[src/rtl/dti_pkg.sv]
package dti_pkg;

    localparam int DBL_W    = 64;
    localparam int EXP_W    = 11;
    localparam int MAN_W    = 52;
    localparam int INT_W    = 32;
    localparam int BIAS     = 1023;
    localparam int GUARD_W  = DBL_W - MAN_W - 1;        // zero pad below mantissa
    localparam int SH_W     = $clog2(DBL_W) + 1;        // shift amount width
    localparam int EXP_HALF = BIAS - 1;                 // exponent of 0.5
    localparam int EXP_SAT  = BIAS + INT_W;             // first saturating exponent
    localparam int SH_BASE  = BIAS + DBL_W - 1;         // shift = SH_BASE - exponent
    localparam int EXP_MAX  = (1 << EXP_W) - 1;

    typedef enum logic [1:0] {
        RM_NEAREST = 2'd0,
        RM_UP      = 2'd1,
        RM_DOWN    = 2'd2,
        RM_ZERO    = 2'd3
    } rmode_e;

    typedef enum logic [2:0] {
        CL_ZERO  = 3'd0,
        CL_TINY  = 3'd1,
        CL_RANGE = 3'd2,
        CL_HUGE  = 3'd3,
        CL_NAN   = 3'd4
    } class_e;

    typedef enum logic [1:0] {
        S_IDLE  = 2'd0,
        S_ALIGN = 2'd1,
        S_ROUND = 2'd2,
        S_EMIT  = 2'd3
    } state_e;

endpackage

[src/rtl/dti_unpack.sv]
module dti_unpack
    import dti_pkg::*;
(
    input  logic [DBL_W-1:0] op_i,
    output class_e           cls_o,
    output logic             sign_o,
    output logic [EXP_W-1:0] exp_o,
    output logic [MAN_W-1:0] man_o
);

    logic man_nz;

    always_comb begin
        sign_o = op_i[DBL_W-1];
        exp_o  = op_i[DBL_W-2 -: EXP_W];
        man_o  = op_i[MAN_W-1:0];
        man_nz = |man_o;

        if (exp_o == EXP_W'(EXP_MAX) && man_nz)
            cls_o = CL_NAN;
        else if (exp_o == '0 && !man_nz)
            cls_o = CL_ZERO;
        else if (exp_o >= EXP_W'(EXP_SAT))
            cls_o = CL_HUGE;
        else if (exp_o < EXP_W'(EXP_HALF))
            cls_o = CL_TINY;
        else
            cls_o = CL_RANGE;
    end

endmodule

[src/rtl/dti_align.sv]
module dti_align
    import dti_pkg::*;
(
    input  logic [EXP_W-1:0] exp_i,
    input  logic [MAN_W-1:0] man_i,
    output logic [INT_W-1:0] int_o,
    output logic [DBL_W-1:0] rem_o
);

    localparam int DIFF_W = EXP_W + 1;
    localparam int WIDE_W = 2 * DBL_W;

    logic [DBL_W-1:0]  sig;
    logic [DIFF_W-1:0] diff;
    logic [SH_W-1:0]   shamt;
    logic [WIDE_W-1:0] wide;

    always_comb begin
        sig   = {1'b1, man_i, {GUARD_W{1'b0}}};
        diff  = DIFF_W'(SH_BASE) - {1'b0, exp_i};
        // out-of-window exponents are clamped; the class chooses the path anyway
        shamt = (diff > DIFF_W'(DBL_W)) ? SH_W'(DBL_W) : diff[SH_W-1:0];
        wide  = {sig, {DBL_W{1'b0}}} >> shamt;
        int_o = (|wide[WIDE_W-1 -: (DBL_W-INT_W)]) ? '1 : wide[DBL_W +: INT_W];
        rem_o = wide[DBL_W-1:0];
    end

endmodule

[src/rtl/dti_round.sv]
module dti_round
    import dti_pkg::*;
(
    input  logic [INT_W-1:0] int_i,
    input  logic [DBL_W-1:0] rem_i,
    input  logic             sign_i,
    input  rmode_e           rm_i,
    output logic [INT_W-1:0] mag_o,
    output logic             lost_o
);

    logic [DBL_W-1:0] incr;
    logic             carry;

    always_comb begin
        unique case (rm_i)
            RM_NEAREST: incr = int_i[0] ? {1'b1, {(DBL_W-1){1'b0}}}
                                        : {1'b0, {(DBL_W-1){1'b1}}};
            RM_UP:      incr = sign_i ? '0 : '1;
            RM_DOWN:    incr = sign_i ? '1 : '0;
            default:    incr = '0;
        endcase
        // rem + incr overflows exactly when rem exceeds the complement of incr
        carry  = rem_i > ~incr;
        mag_o  = (carry && int_i != '1) ? int_i + 1'b1 : int_i;
        lost_o = |rem_i;
    end

endmodule

[src/rtl/dti_finish.sv]
module dti_finish
    import dti_pkg::*;
(
    input  class_e           cls_i,
    input  logic             sign_i,
    input  logic             signed_i,
    input  rmode_e           rm_i,
    input  logic [INT_W-1:0] mag_i,
    input  logic             lost_i,
    output logic [INT_W-1:0] result_o,
    output logic             invalid_o,
    output logic             inexact_o
);

    localparam logic [INT_W-1:0] SMAX = {1'b0, {(INT_W-1){1'b1}}};
    localparam logic [INT_W-1:0] SMIN = {1'b1, {(INT_W-1){1'b0}}};

    logic [INT_W-1:0] bound;
    logic [INT_W-1:0] clip;

    always_comb begin
        result_o  = '0;
        invalid_o = 1'b0;
        inexact_o = 1'b0;
        bound     = sign_i ? SMIN : SMAX;
        clip      = mag_i;

        unique case (cls_i)
            CL_ZERO: begin
                result_o = '0;
            end
            CL_NAN: begin
                invalid_o = 1'b1;
            end
            CL_HUGE: begin
                invalid_o = 1'b1;
                if (signed_i)
                    result_o = bound;
                else
                    result_o = sign_i ? '0 : '1;
            end
            CL_TINY: begin
                if (rm_i == RM_UP && !sign_i) begin
                    result_o  = INT_W'(1);
                    inexact_o = 1'b1;
                end else if (rm_i == RM_DOWN && sign_i) begin
                    if (signed_i) begin
                        result_o  = '1;
                        inexact_o = 1'b1;
                    end else begin
                        invalid_o = 1'b1;
                    end
                end else begin
                    inexact_o = 1'b1;
                end
            end
            CL_RANGE: begin
                if (!signed_i) begin
                    if (sign_i && mag_i != '0) begin
                        invalid_o = 1'b1;
                    end else begin
                        result_o  = mag_i;
                        inexact_o = lost_i;
                    end
                end else begin
                    if (mag_i > bound) begin
                        clip      = bound;
                        invalid_o = 1'b1;
                    end else begin
                        inexact_o = lost_i;
                    end
                    result_o = sign_i ? (~clip + 1'b1) : clip;
                end
            end
            default: begin
                invalid_o = 1'b1;
            end
        endcase
    end

endmodule

[src/rtl/dbl_to_int.sv]
module dbl_to_int
    import dti_pkg::*;
(
    input  logic        clk,
    input  logic        rst_n,
    input  logic        start_i,
    input  logic [63:0] operand_i,
    input  logic        signed_i,
    input  logic [1:0]  rmode_i,
    output logic        done_o,
    output logic [31:0] result_o,
    output logic        invalid_o,
    output logic        inexact_o
);

    state_e state, state_nx;

    logic [DBL_W-1:0] cap_op;
    logic             cap_signed;
    rmode_e           cap_rm;

    class_e           cls_w, cls_q;
    logic             sign_w;
    logic [EXP_W-1:0] exp_w;
    logic [MAN_W-1:0] man_w;
    logic [INT_W-1:0] int_w, int_q;
    logic [DBL_W-1:0] rem_w, rem_q;
    logic [INT_W-1:0] mag_w, mag_q;
    logic             lost_w, lost_q;
    logic [INT_W-1:0] fin_result;
    logic             fin_invalid, fin_inexact;

    // ---------------- next-state logic ----------------
    always_comb begin
        state_nx = state;
        unique case (state)
            S_IDLE:  if (start_i) state_nx = S_ALIGN;   // accept
            S_ALIGN: state_nx = S_ROUND;                // aligned
            S_ROUND: state_nx = S_EMIT;                 // rounded
            S_EMIT:  state_nx = S_IDLE;                 // emitted
            default: state_nx = S_IDLE;
        endcase
    end

    // ---------------- state register ----------------
    always_ff @(posedge clk or negedge rst_n) begin
        if (!rst_n) state <= S_IDLE;
        else        state <= state_nx;
    end

    // ---------------- datapath stages ----------------
    dti_unpack u_unpack (
        .op_i   (cap_op),
        .cls_o  (cls_w),
        .sign_o (sign_w),
        .exp_o  (exp_w),
        .man_o  (man_w)
    );

    dti_align u_align (
        .exp_i (exp_w),
        .man_i (man_w),
        .int_o (int_w),
        .rem_o (rem_w)
    );

    dti_round u_round (
        .int_i  (int_q),
        .rem_i  (rem_q),
        .sign_i (sign_w),
        .rm_i   (cap_rm),
        .mag_o  (mag_w),
        .lost_o (lost_w)
    );

    dti_finish u_finish (
        .cls_i     (cls_q),
        .sign_i    (sign_w),
        .signed_i  (cap_signed),
        .rm_i      (cap_rm),
        .mag_i     (mag_q),
        .lost_i    (lost_q),
        .result_o  (fin_result),
        .invalid_o (fin_invalid),
        .inexact_o (fin_inexact)
    );

    always_ff @(posedge clk or negedge rst_n) begin
        if (!rst_n) begin
            cap_op     <= '0;
            cap_signed <= 1'b0;
            cap_rm     <= RM_NEAREST;
            cls_q      <= CL_ZERO;
            int_q      <= '0;
            rem_q      <= '0;
            mag_q      <= '0;
            lost_q     <= 1'b0;
        end else begin
            if (state == S_IDLE && start_i) begin
                cap_op     <= operand_i;
                cap_signed <= signed_i;
                cap_rm     <= rmode_e'(rmode_i);
            end
            if (state == S_ALIGN) begin
                cls_q <= cls_w;
                int_q <= int_w;
                rem_q <= rem_w;
            end
            if (state == S_ROUND) begin
                mag_q  <= mag_w;
                lost_q <= lost_w;
            end
        end
    end

    // ---------------- output process ----------------
    always_ff @(posedge clk or negedge rst_n) begin
        if (!rst_n) begin
            done_o    <= 1'b0;
            result_o  <= '0;
            invalid_o <= 1'b0;
            inexact_o <= 1'b0;
        end else begin
            done_o <= (state == S_EMIT);
            if (state == S_EMIT) begin
                result_o  <= fin_result;
                invalid_o <= fin_invalid;
                inexact_o <= fin_inexact;
            end
        end
    end

    // ---------------- assertions ----------------
    assert_done_single_R1: assert property (@(posedge clk) disable iff (!rst_n)
        done_o |=> !done_o);

    assert_done_latency_R1: assert property (@(posedge clk) disable iff (!rst_n)
        done_o |-> ($past(state, 3) == S_ALIGN));

    assert_busy_hold_R12: assert property (@(posedge clk) disable iff (!rst_n)
        (state != S_IDLE) |=> ($stable(cap_op) && $stable(cap_signed) && $stable(cap_rm)));

    assert_flags_exclusive_R11: assert property (@(posedge clk) disable iff (!rst_n)
        done_o |-> !(invalid_o && inexact_o));

    assert_signed_positive_R7: assert property (@(posedge clk) disable iff (!rst_n)
        (done_o && cap_signed && !cap_op[DBL_W-1]) |-> !result_o[INT_W-1]);

    assert_unsigned_negative_R8: assert property (@(posedge clk) disable iff (!rst_n)
        (done_o && !cap_signed && cap_op[DBL_W-1]) |-> (result_o == '0));

endmodule

[config.mk]
export PLATFORM = sky130hd
export DESIGN_NAME = dbl_to_int
export DESIGN_NICKNAME = d
export VERILOG_FILES = /design/src/rtl/dti_pkg.sv /design/src/rtl/dti_unpack.sv /design/src/rtl/dti_align.sv /design/src/rtl/dti_round.sv /design/src/rtl/dti_finish.sv /design/src/rtl/dbl_to_int.sv
export SDC_FILE = /design/constraint.sdc
export NUM_CORES = 1
export LEC_CHECK = 0
export CORE_MARGIN = 4
export CORE_UTILIZATION = 35
export CTS_CLUSTER_DIAMETER = 80
export DETAILED_ROUTE_END_ITERATION = 8
export PLACE_DENSITY = 0.6
export SYNTH_ARGS = -nofsm -noshare
export SYNTH_HDL_FRONTEND = slang
export SYNTH_SLANG_ARGS = --single-unit
export TNS_END_PERCENT = 1
[constraint.sdc]
create_clock -name clk -period 7.1 [get_ports clk]
set_input_delay 1.42 -clock clk [delete_from_list [all_inputs] [get_ports clk]]
set_output_delay 1.42 -clock clk [all_outputs]
set_load 0.1 [all_outputs]
-- Word level (Yosys, flattened, before mapping)
Cells that the tools add are included.
- word-level logic and storage cells: 92
- bits in latches: 0
- bits in writable memories: 0
- input bits: 70
- bits in read-only memories: 0
- memories: 0
- flip-flop bits (word level): 236
- output and inout port bits: 35
- reduce and logical (&&, ||, !) cells: 17
- $mul: 0
- equality and inequality tests: 11
- shifts and indexed selects: 1
- divide/modulo/power cells: 0
- bitwise logic cells: 2
- $lt $le $gt $ge: 5
- muxes and demuxes: 40
- add/sub/neg operators: 3
- operator list (kind ; number):
    $mux 32 ; 14
    $mux 64 ; 3
    $pmux 64 s3 ; 1
    $shr 128x7->128 ; 1
    $pmux 32 s3 ; 1
    $add 32x1->32 const B ; 2
    $gt 64x64->1 ; 1
    $not 64->64 ; 1
    $reduce_or 64->1 ; 1
    $reduce_or 52->1 ; 1
    $gt 32x32->1 ; 1
    $ne 32x32->1 const B ; 1
    $not 32->32 ; 1
    $reduce_bool 32->1 ; 1
    $reduce_or 32->1 ; 1
    $gt 12x7->1 const B ; 1
    $mux 1 ; 12
    $sub 11x11->12 const A ; 1
    $eq 11x11->1 const B ; 1
    $ge 11x11->1 const B ; 1
    $logic_not 11->1 ; 1
    $lt 11x10->1 const B ; 1
    $mux 3 ; 3
    $pmux 2 s4 ; 1
    other kinds (13) ; 26

-- Logic depth before layout (Yosys ltp)
Gate-level depths: netlist of run 1.
- depth after elaboration: 10
- depth in mapped cells: 26
- depth with buffers taken out: 23

-- Cells and area by module
From an unflattened synthesis of run 1, not the netlist that was laid out.
- cells, all modules: 2199
- area total of the unflattened synthesis: 20075.5 um^2
- modules (own cells, without submodules) (module ; sequential area each (um^2) ; times used ; area each (um^2) ; cells an instance):
    dbl_to_int ; 5905.7 ; 1 ; 8916.1 ; 508
    dti_align ; 0.0 ; 1 ; 5506.5 ; 891
    dti_round ; 0.0 ; 1 ; 2486.1 ; 331
    dti_finish ; 0.0 ; 1 ; 2442.3 ; 367
    dti_unpack ; 0.0 ; 1 ; 724.4 ; 102

-- Least setup slack after synthesis of run 1
Ideal clock, no wire load.
- kind: register to register
- start: register cap_op[63]
- end: register result_o[26]
- arrival time: 6.105 ns
- path slack: 0.919 ns
- setup time: 0.076 ns
- required time: 7.024 ns
- stages on the path, launching flop included: 25
- period minus slack after synthesis: 6.181 ns
- path buffers: 3
- cells stage by stage: dfrtp_1 > clkbuf_1 > inv_1 > clkbuf_1 > ha_1 > nand3_1 > nor3_1 > nand4_1 > and3_1 > a21oi_1 > o21a_1 > clkbuf_1 > mux2i_1 > ha_1 > or3b_2 > nor3_1 > and2_1 > nand2_1 > or2_2 > or3_1 > or3_1 > nor2_1 > o21ai_0 > a31o_2 > o21ai_1
- longest elaborated chain between the ends: 10
- elaborated cells between the ends (all ways): 19
- classes of those cells: add/sub: 1; order compare: 1; mux: 12; bitwise: 1; reduce/logical: 4
- RTL lines (what ; line ; RTL):
    start: declaration ; dbl_to_int.sv:18 ; logic [DBL_W-1:0] cap_op;
    start signal: assignment ; dbl_to_int.sv:100 ; cap_op <= operand_i;
    $mux 32 ; dti_finish.sv:25 ; bound = sign_i ? SMIN : SMAX;
    $gt 32x32->1 ; dti_finish.sv:66 ; if (mag_i > bound) begin
    $mux 32 ; dti_finish.sv:66 ;
    $mux 32 ; dti_finish.sv:58 ; if (!signed_i) begin
    $mux 32 ; dti_finish.sv:28 ; unique case (cls_i)
    $not 32->32 ; dti_finish.sv:72 ; result_o = sign_i ? (~clip + 1'b1) : clip;
    $add 32x1->32 ; dti_finish.sv:72 ;
    $mux 32 ; dti_finish.sv:72 ;
    $mux 32 ; dti_finish.sv:58 ;
    $pmux 32 s3 (*) ; dti_finish.sv:28 ;
    end signal: assignment ; dbl_to_int.sv:126 ; result_o <= fin_result;
    end: declaration ; dbl_to_int.sv:11 ; output logic [31:0] result_o,
Mark *: on every way between the ends. The rest lies on a longest branch, timed or not. The select of a mux whose other input is x is not followed.
A chain may end at the register's enable or synchronous reset.

-- Final worst setup path of run 1
Same ends and word-level chain as after synthesis.

==> run_results.csv, run 1 <==
group,metric,value,unit
sta,rsz0062_at_grt,"no",
floorplanning,io_pins,105,
routing,wl_per_cell,25.2,um
clock_network,cts_root_buf,"clkbuf_16",
floorplanning,die_w,238,um
synthesis,synth_area_leader_cell,"dfrtp_1",
clock_network,clock-sinks,236,
synthesis,synth_xor_area_share,1.80,%
synthesis,seq_area_frac_synth,32.0,%
power,power.total,12.4,mW
synthesis,netlist_top_cells_area,"dfrtp_1 32%, ha_1 7.4%, a21oi_1 6.1%",
routing,ant_nets,0,
min_path,hold_class,"register to register",
global_route,first_global_vias,17869,
synthesis,synthDistinctLibCells,82,
final_layout,final_layout_size_suffix_gt1_share,10.0,%
final_layout,num-fill-cells,5153,
place,hpwl,54.7,mm
routing,drt_iter0_drc,2196,
synthesis,synthCells,2209,
critical_path,critPathLaunchType,"register",
clock_network,cts_resized,0,
clock_network,cts_tree,"yes",
final_layout,synthToLayoutAreaGrowth,14.9,%
final_layout,multiInputGateArea,0.0118,mm2
clock_network,hold_buffers,0,
routing,dr.pass1.iters,6,
floorplanning,die_y,238,um
synthesis,synthFlopType,"dfrtp_1",
synthesis,synth_nets,2388,
power,cellPowerDensity,584,mW/mm2
floorplanning,start_util,35.7,%
final_layout,ff_latch_area,0.00591,mm2
critical_path,reg2reg_from,"cap_op[63]",
sta,min_period,6.25,ns
sta,min_period_over_period,88.1,%
synthesis,synth_common_cells,"236 x dfrtp_1, 225 x a21oi_1, 197 x nor2_1",
synthesis,synth_edf_count,0,
clock_network,cts_inserted_buffers,30,
synthesis,synth_top_family_by_area,"compound AO/OA/AOI/OAI gates",
power,irDropWorstVdd,0.287,mV
sta,max_slew.worst_pin.slew,1.19,ns
critical_path,worst-path-max-fanout,30,
floorplanning,core,0.0518,mm2
synthesis,ys_warn_count,0,
synthesis,synth-simple-area-share,17.6,%
sta,finalSetupViolCount,0,
clock_network,clk_path_buf_depth,3,
global_route,antenna_found_initial,0,
global_route,grt_max_degree,141,
sta,whs,0.495,ns
floorplanning,placementRows,83,
sta,finClkSkew,0.0140,ns
synthesis,synth_seq_cells,236,
place,port-buffer-count,104,
min_path,hold_path_startpoint,"result_o[3]",
critical_path,worstPathArrival,6.77,ns
place,pre_cts_slack,0.955,ns
critical_path,worstSetupEndpointType,"register",
global_route,overflow,0,
clock_network,clkLatencyLatePin,0.60,ns
clock_network,post-cts-setup-buffers,0,
critical_path,critPathKind,"register to register",
synthesis,muxShareOfSynthArea,8.43,%
synthesis,synth.avg_cell_area,8.36,um2
sta,drv_slew,0,
sta,final_hold_viol_count,0,
clock_network,path_clk_slew,0.06,ns
outcome,status,"finished clean",
synthesis,syn_area,0.0185,mm2
sta,max_freq,160,MHz
routing,via_count,18667,
synthesis,synth_top_area_share,32.0,%
sta,setup_ws,0.848,ns
synthesis,synth_compound_area_share,28.1,%
power,p_leak,8.61,nW
sta,tns,0,ns
place,gp_congestion,0.993,
synthesis,synthArstFlopShare,100,%
routing,drt-total-wl,73.8,mm
final_layout,finish.utilization,41.0,%
routing,viasPerCell,6.36,
critical_path,worstSetupStartpoint,"cap_op[63]",
global_route,grt_pass1_wl,113,mm
final_layout,final_nets,2410,
job,drv_cap,0,
final_layout,diodes,0,
global_route,grt_usage,25.1,%
clock_network,htree_levels,1,
routing,drc_errors,0,
synthesis,yosysMostFrequentCell,"dfrtp_1",
synthesis,synth_fa_ha_area_share,7.38,%
floorplanning,dieArea,0.0565,mm2
sta,relSlewSlack,19.9,%
critical_path,required,7.62,ns
state kept, by name, indices dropped and copies added, names as in the netlist:
signal and count:
cap_signed 1, cap_op 64, result_o 32, inexact_o 1, mag_q 32, lost_q 1, cap_rm 2, rem_q 64
cls_q 3, state 2, int_q 32, invalid_o 1, done_o 1
stage by stage:
stage          area (um2)  cells
5_1_grt             21200   2934
6_report            21200   2934
3_3_place_gp        20200   2879
4_1_cts             21200   2934
2_1_floorplan       18500   2209
3_5_place_dp        20200   2879
placed cells by master (no fill, tap or decap), types with 12 or more instances in the layout:
master | synthesis | final
dfrtp_1 | 236 | 234
a21oi_1 | 225 | 225
nor2_1 | 197 | 196
nand2_1 | 163 | 160
o21ai_0 | 148 | 147
ha_1 | 109 | 107
clkdlybuf4s50_1 | 0 | 103
mux2_2 | 85 | 85
nor4_1 | 66 | 65
mux2i_1 | 60 | 60
nand3_1 | 57 | 57
a21o_1 | 55 | 55
buf_4 | 4 | 53
nor3_1 | 50 | 50
nand4_1 | 45 | 45
inv_1 | 44 | 42
o22ai_1 | 35 | 35
xnor2_1 | 35 | 34
o211ai_1 | 32 | 32
a211oi_1 | 30 | 30
clkbuf_16 | 0 | 30
a31oi_1 | 23 | 23
o2bb2ai_1 | 23 | 23
nor2b_1 | 20 | 20
a22oi_1 | 19 | 19
o221ai_1 | 19 | 19
o32ai_1 | 17 | 17
o31ai_1 | 16 | 16
a221oi_1 | 17 | 16
and3_1 | 14 | 14
o21a_1 | 12 | 12
o21ai_1 | 12 | 12
or3_1 | 12 | 12
critical path, stage by stage (launching register included):
cell and delay, ns:
dfrtp_2 0.75, buf_4 0.34, ha_1 0.27, a21o_1 0.18, a21o_1 0.17, a21o_1 0.18
a21oi_1 0.13, o21ai_0 0.10, a21oi_1 0.20, o21a_1 0.32, mux2i_1 0.28, ha_1 0.22
or3b_2 0.46, nor3_1 0.38, and2_1 0.22, nand2_1 0.14, or2_2 0.34, or3_1 0.38
or3_1 0.37, nor2_1 0.24, o21ai_0 0.12, a31o_2 0.25, o21ai_1 0.12
per-layer routing:
layer / GRT usage, % / share of wire, % / vias to the layer above / wire length (um)
met1: 32.2 / 40 / 9105 / 29900
met4: 12.2 / 5.9 / 0 / 4330
li1: - / - / 8461 / -
met2: 41.3 / 47 / 879 / 34400
met3: 3.99 / 7.0 / 222 / 5210
met5: 0 / 0 / - / 0
final timing paths:
| check | slack (ns) | cells after the start | end |
|---|---|---|---|
| min reg2reg | 0.50 | 1 | result_o[3] |
| max | 0.85 | 22 | result_o[26] |
| min | 0.50 | 1 | result_o[3] |
| max reg2reg | 0.85 | 22 | result_o[26] |
| min in group asynchronous | 0.82 | 1 | result_o[23] |
| max in group asynchronous | 4.97 | 2 | rem_q[32] |
logic make-up (layout without fill, tap and decap cells):
logic type | count (synthesis) | in the layout
AOI/OAI and AO/OA | 791 | 791
and+or+nand+nor | 677 | 677
DFF | 236 | 236
buffers and inverters | 213 | 258
muxes | 145 | 145
adders and majority gates | 109 | 109
xor gates and xnor gates | 38 | 38
cell type report:
cell class / count / share of cell area [%]
multi-input cells: 1760 / 55.5
flip-flops and latches: 236 / 27.8
well taps: 680 / 4.01
clock buffers: 45 / 4.09
inverters: 45 / 0.796
clock inverters: 10 / 0.873
repair buffers: 158 / 6.90
power by group:
group | leakage (nW) | total, mW | switching (mW) | internal (mW)
sequential | 2.93 | 3.03 | 1.08 | 1.94
combinational | 5.17 | 7.76 | 5.08 | 2.68
clock | 0.508 | 1.61 | 0.618 | 0.988
total | 8.61 | 12.4 | 6.78 | 5.61
Power figures use the tool's default switching activity.
==> run 2: changes to the inputs <==
CTS_BUF_LIST = sky130_fd_sc_hd__clkbuf_4 sky130_fd_sc_hd__clkbuf_8   (was default)
==> run_results.csv, run 2 (synthesis results as in run 1) <==
group,metric,value,unit
clock_network,post-cts-setup-buffers,0,
sta,finalSetupViolCount,0,
routing,drt-total-wl,74.1,mm
clock_network,cts_tree,"yes",
job,drv_cap,0,
critical_path,path_buf_inv,1,
routing,via_count,18766,
clock_network,cts_inserted_buffers,47,
routing,viasPerCell,6.33,
critical_path,worst-path-max-fanout,30,
power,p_leak,8.63,nW
outcome,status,"finished clean",
final_layout,final_cell_mix,"234 x dfrtp_1, 225 x a21oi_1, 196 x nor2_1",
routing,drc_errors,0,
final_layout,final_common_cell,"dfrtp_1",
clock_network,clk_path_buf_depth,3,
global_route,grt_pass1_wl,113,mm
floorplanning,die_w,238,um
sta,min_period_over_period,87.7,%
critical_path,worstSetupEndpointType,"register",
critical_path,critPathLaunchType,"register",
min_path,hold_class,"register to register",
power,cellPowerDensity,580,mW/mm2
critical_path,crit_path_frequent_cell,"a21o_1",
sta,relSlewSlack,17.6,%
sta,rsz0062_at_grt,"no",
final_layout,final_layout_size_suffix_gt1_share,11.5,%
power,irDropWorstVdd,0.275,mV
sta,min_period,6.23,ns
floorplanning,die_y,238,um
sta,finClkSkew,0.0444,ns
critical_path,crit_family,"simple AND/OR/NAND/NOR gates",
final_layout,largest_registers,"cap_op: 64 flops, rem_q: 64 flops",
routing,drt_iter0_drc,2107,
clock_network,hold_buffers,0,
place,gp_congestion,0.993,
global_route,antenna_found_initial,1,
routing,dr.pass1.iters,8,
global_route,first_global_vias,18101,
critical_path,worstPathArrival,6.79,ns
place,hpwl,54.7,mm
final_layout,synthToLayoutAreaGrowth,14.7,%
clock_network,path_clk_slew,0.06,ns
critical_path,required,7.66,ns
sta,max_slew.worst_pin.slew,1.22,ns
critical_path,crit_slowest_cell,"dfrtp_2",
sta,final_hold_viol_count,0,
floorplanning,placementRows,83,
sta,max_freq,161,MHz
clock_network,clkLatencyLatePin,0.64,ns
routing,ant_nets,0,
sta,tns,0,ns
global_route,grt_max_degree,141,
place,port-buffer-count,104,
global_route,grt_usage,25.3,%
critical_path,cp_cell_sequence,"buf_4, ha_1, a21o_1, a21o_1, a21o_1, a21oi_1, o21ai_0, a21oi_1, o21a_1, mux2i_1, ha_1, or3b_2, nor3_1, and2_1, nand2_1, or2_2, or3_1, or3_1, nor2_1, o21ai_0, a31o_2, o21ai_1",
critical_path,worst_path_largest_cell_delay,0.75,ns
floorplanning,core,0.0518,mm2
floorplanning,dieArea,0.0565,mm2
sta,whs,0.498,ns
clock_network,clock-sinks,236,
clock_network,cts_resized,0,
final_layout,final_nets,2427,
clock_network,cts_root_buf,"clkbuf_8",
clock_network,htree_levels,2,
floorplanning,start_util,35.7,%
critical_path,critPathKind,"register to register",
global_route,overflow,0,
floorplanning,io_pins,105,
routing,wl_per_cell,25.0,um
sta,drv_slew,0,
==> run 2: worst min-delay path, cell delays in order (launching register included) <==
cell and delay, ns:
dfrtp_1 0.34, a21oi_1 0.06, o21ai_0 0.06
==> run 2: per-layer routing <==
| layer | GRT usage (%) | vias up | part of all wire, % |
|---|---|---|---|
| met5 | 0 | - | 0 |
| li1 | - | 8502 | - |
| met4 | 13.1 | 0 | 5.8 |
| met1 | 32.1 | 9154 | 41 |
| met3 | 4.33 | 229 | 7.1 |
| met2 | 41.4 | 881 | 47 |
==> run 2: through the flow <==
stage | cells | setup slack [ns] | area (um2) | utilization, % | total power, mW
2_1_floorplan | 2209 | 0.919 | 18500 | - | 7.91
3_3_place_gp | 2879 | 1.06 | 20200 | 38.9 | 10.4
3_5_place_dp | 2879 | 0.955 | 20200 | 38.9 | 10.6
4_1_cts | 2961 | 0.934 | 21200 | 40.9 | 12.1
5_1_grt | 2962 | 0.442 | 21200 | 40.9 | 13.1
6_report | 2963 | 0.872 | 21200 | 40.9 | 12.3
==> run 2: power by group <==
group	leakage [nW]	internal [mW]	switching (mW)
Clock	0.534	0.863	0.637
Combinational	5.17	2.68	5.09
Sequential	2.93	1.95	1.08
Total	8.63	5.49	6.80
==> run 2: path summary, 6_finish.rpt <==
| kind | start | endpoint | slack [ns] | cells after the start |
|---|---|---|---|---|
| worst max register to register | cap_op[63] | result_o[26] | 0.87 | 22 |
| worst min-delay path | result_o[31] | result_o[31] | 0.50 | 2 |
| max in group asynchronous | rst_n | rem_q[16] | 5.00 | 2 |
| worst min register to register | result_o[31] | result_o[31] | 0.50 | 2 |
| min in group asynchronous | rst_n | result_o[23] | 0.76 | 1 |
| worst max-delay path | cap_op[63] | result_o[26] | 0.87 | 22 |
==> run 2: cell type report <==
cell class / count / area [um2]
Fill cell: 5188 / 30600
Inverter: 45 / 169
Timing Repair Buffer: 158 / 1460
Clock inverter: 9 / 105
Multi-Input combinational cell: 1760 / 11800
Clock buffer: 73 / 917
Tap cell: 680 / 851
Antenna cell: 2 / 5.00
Sequential cell: 236 / 5910
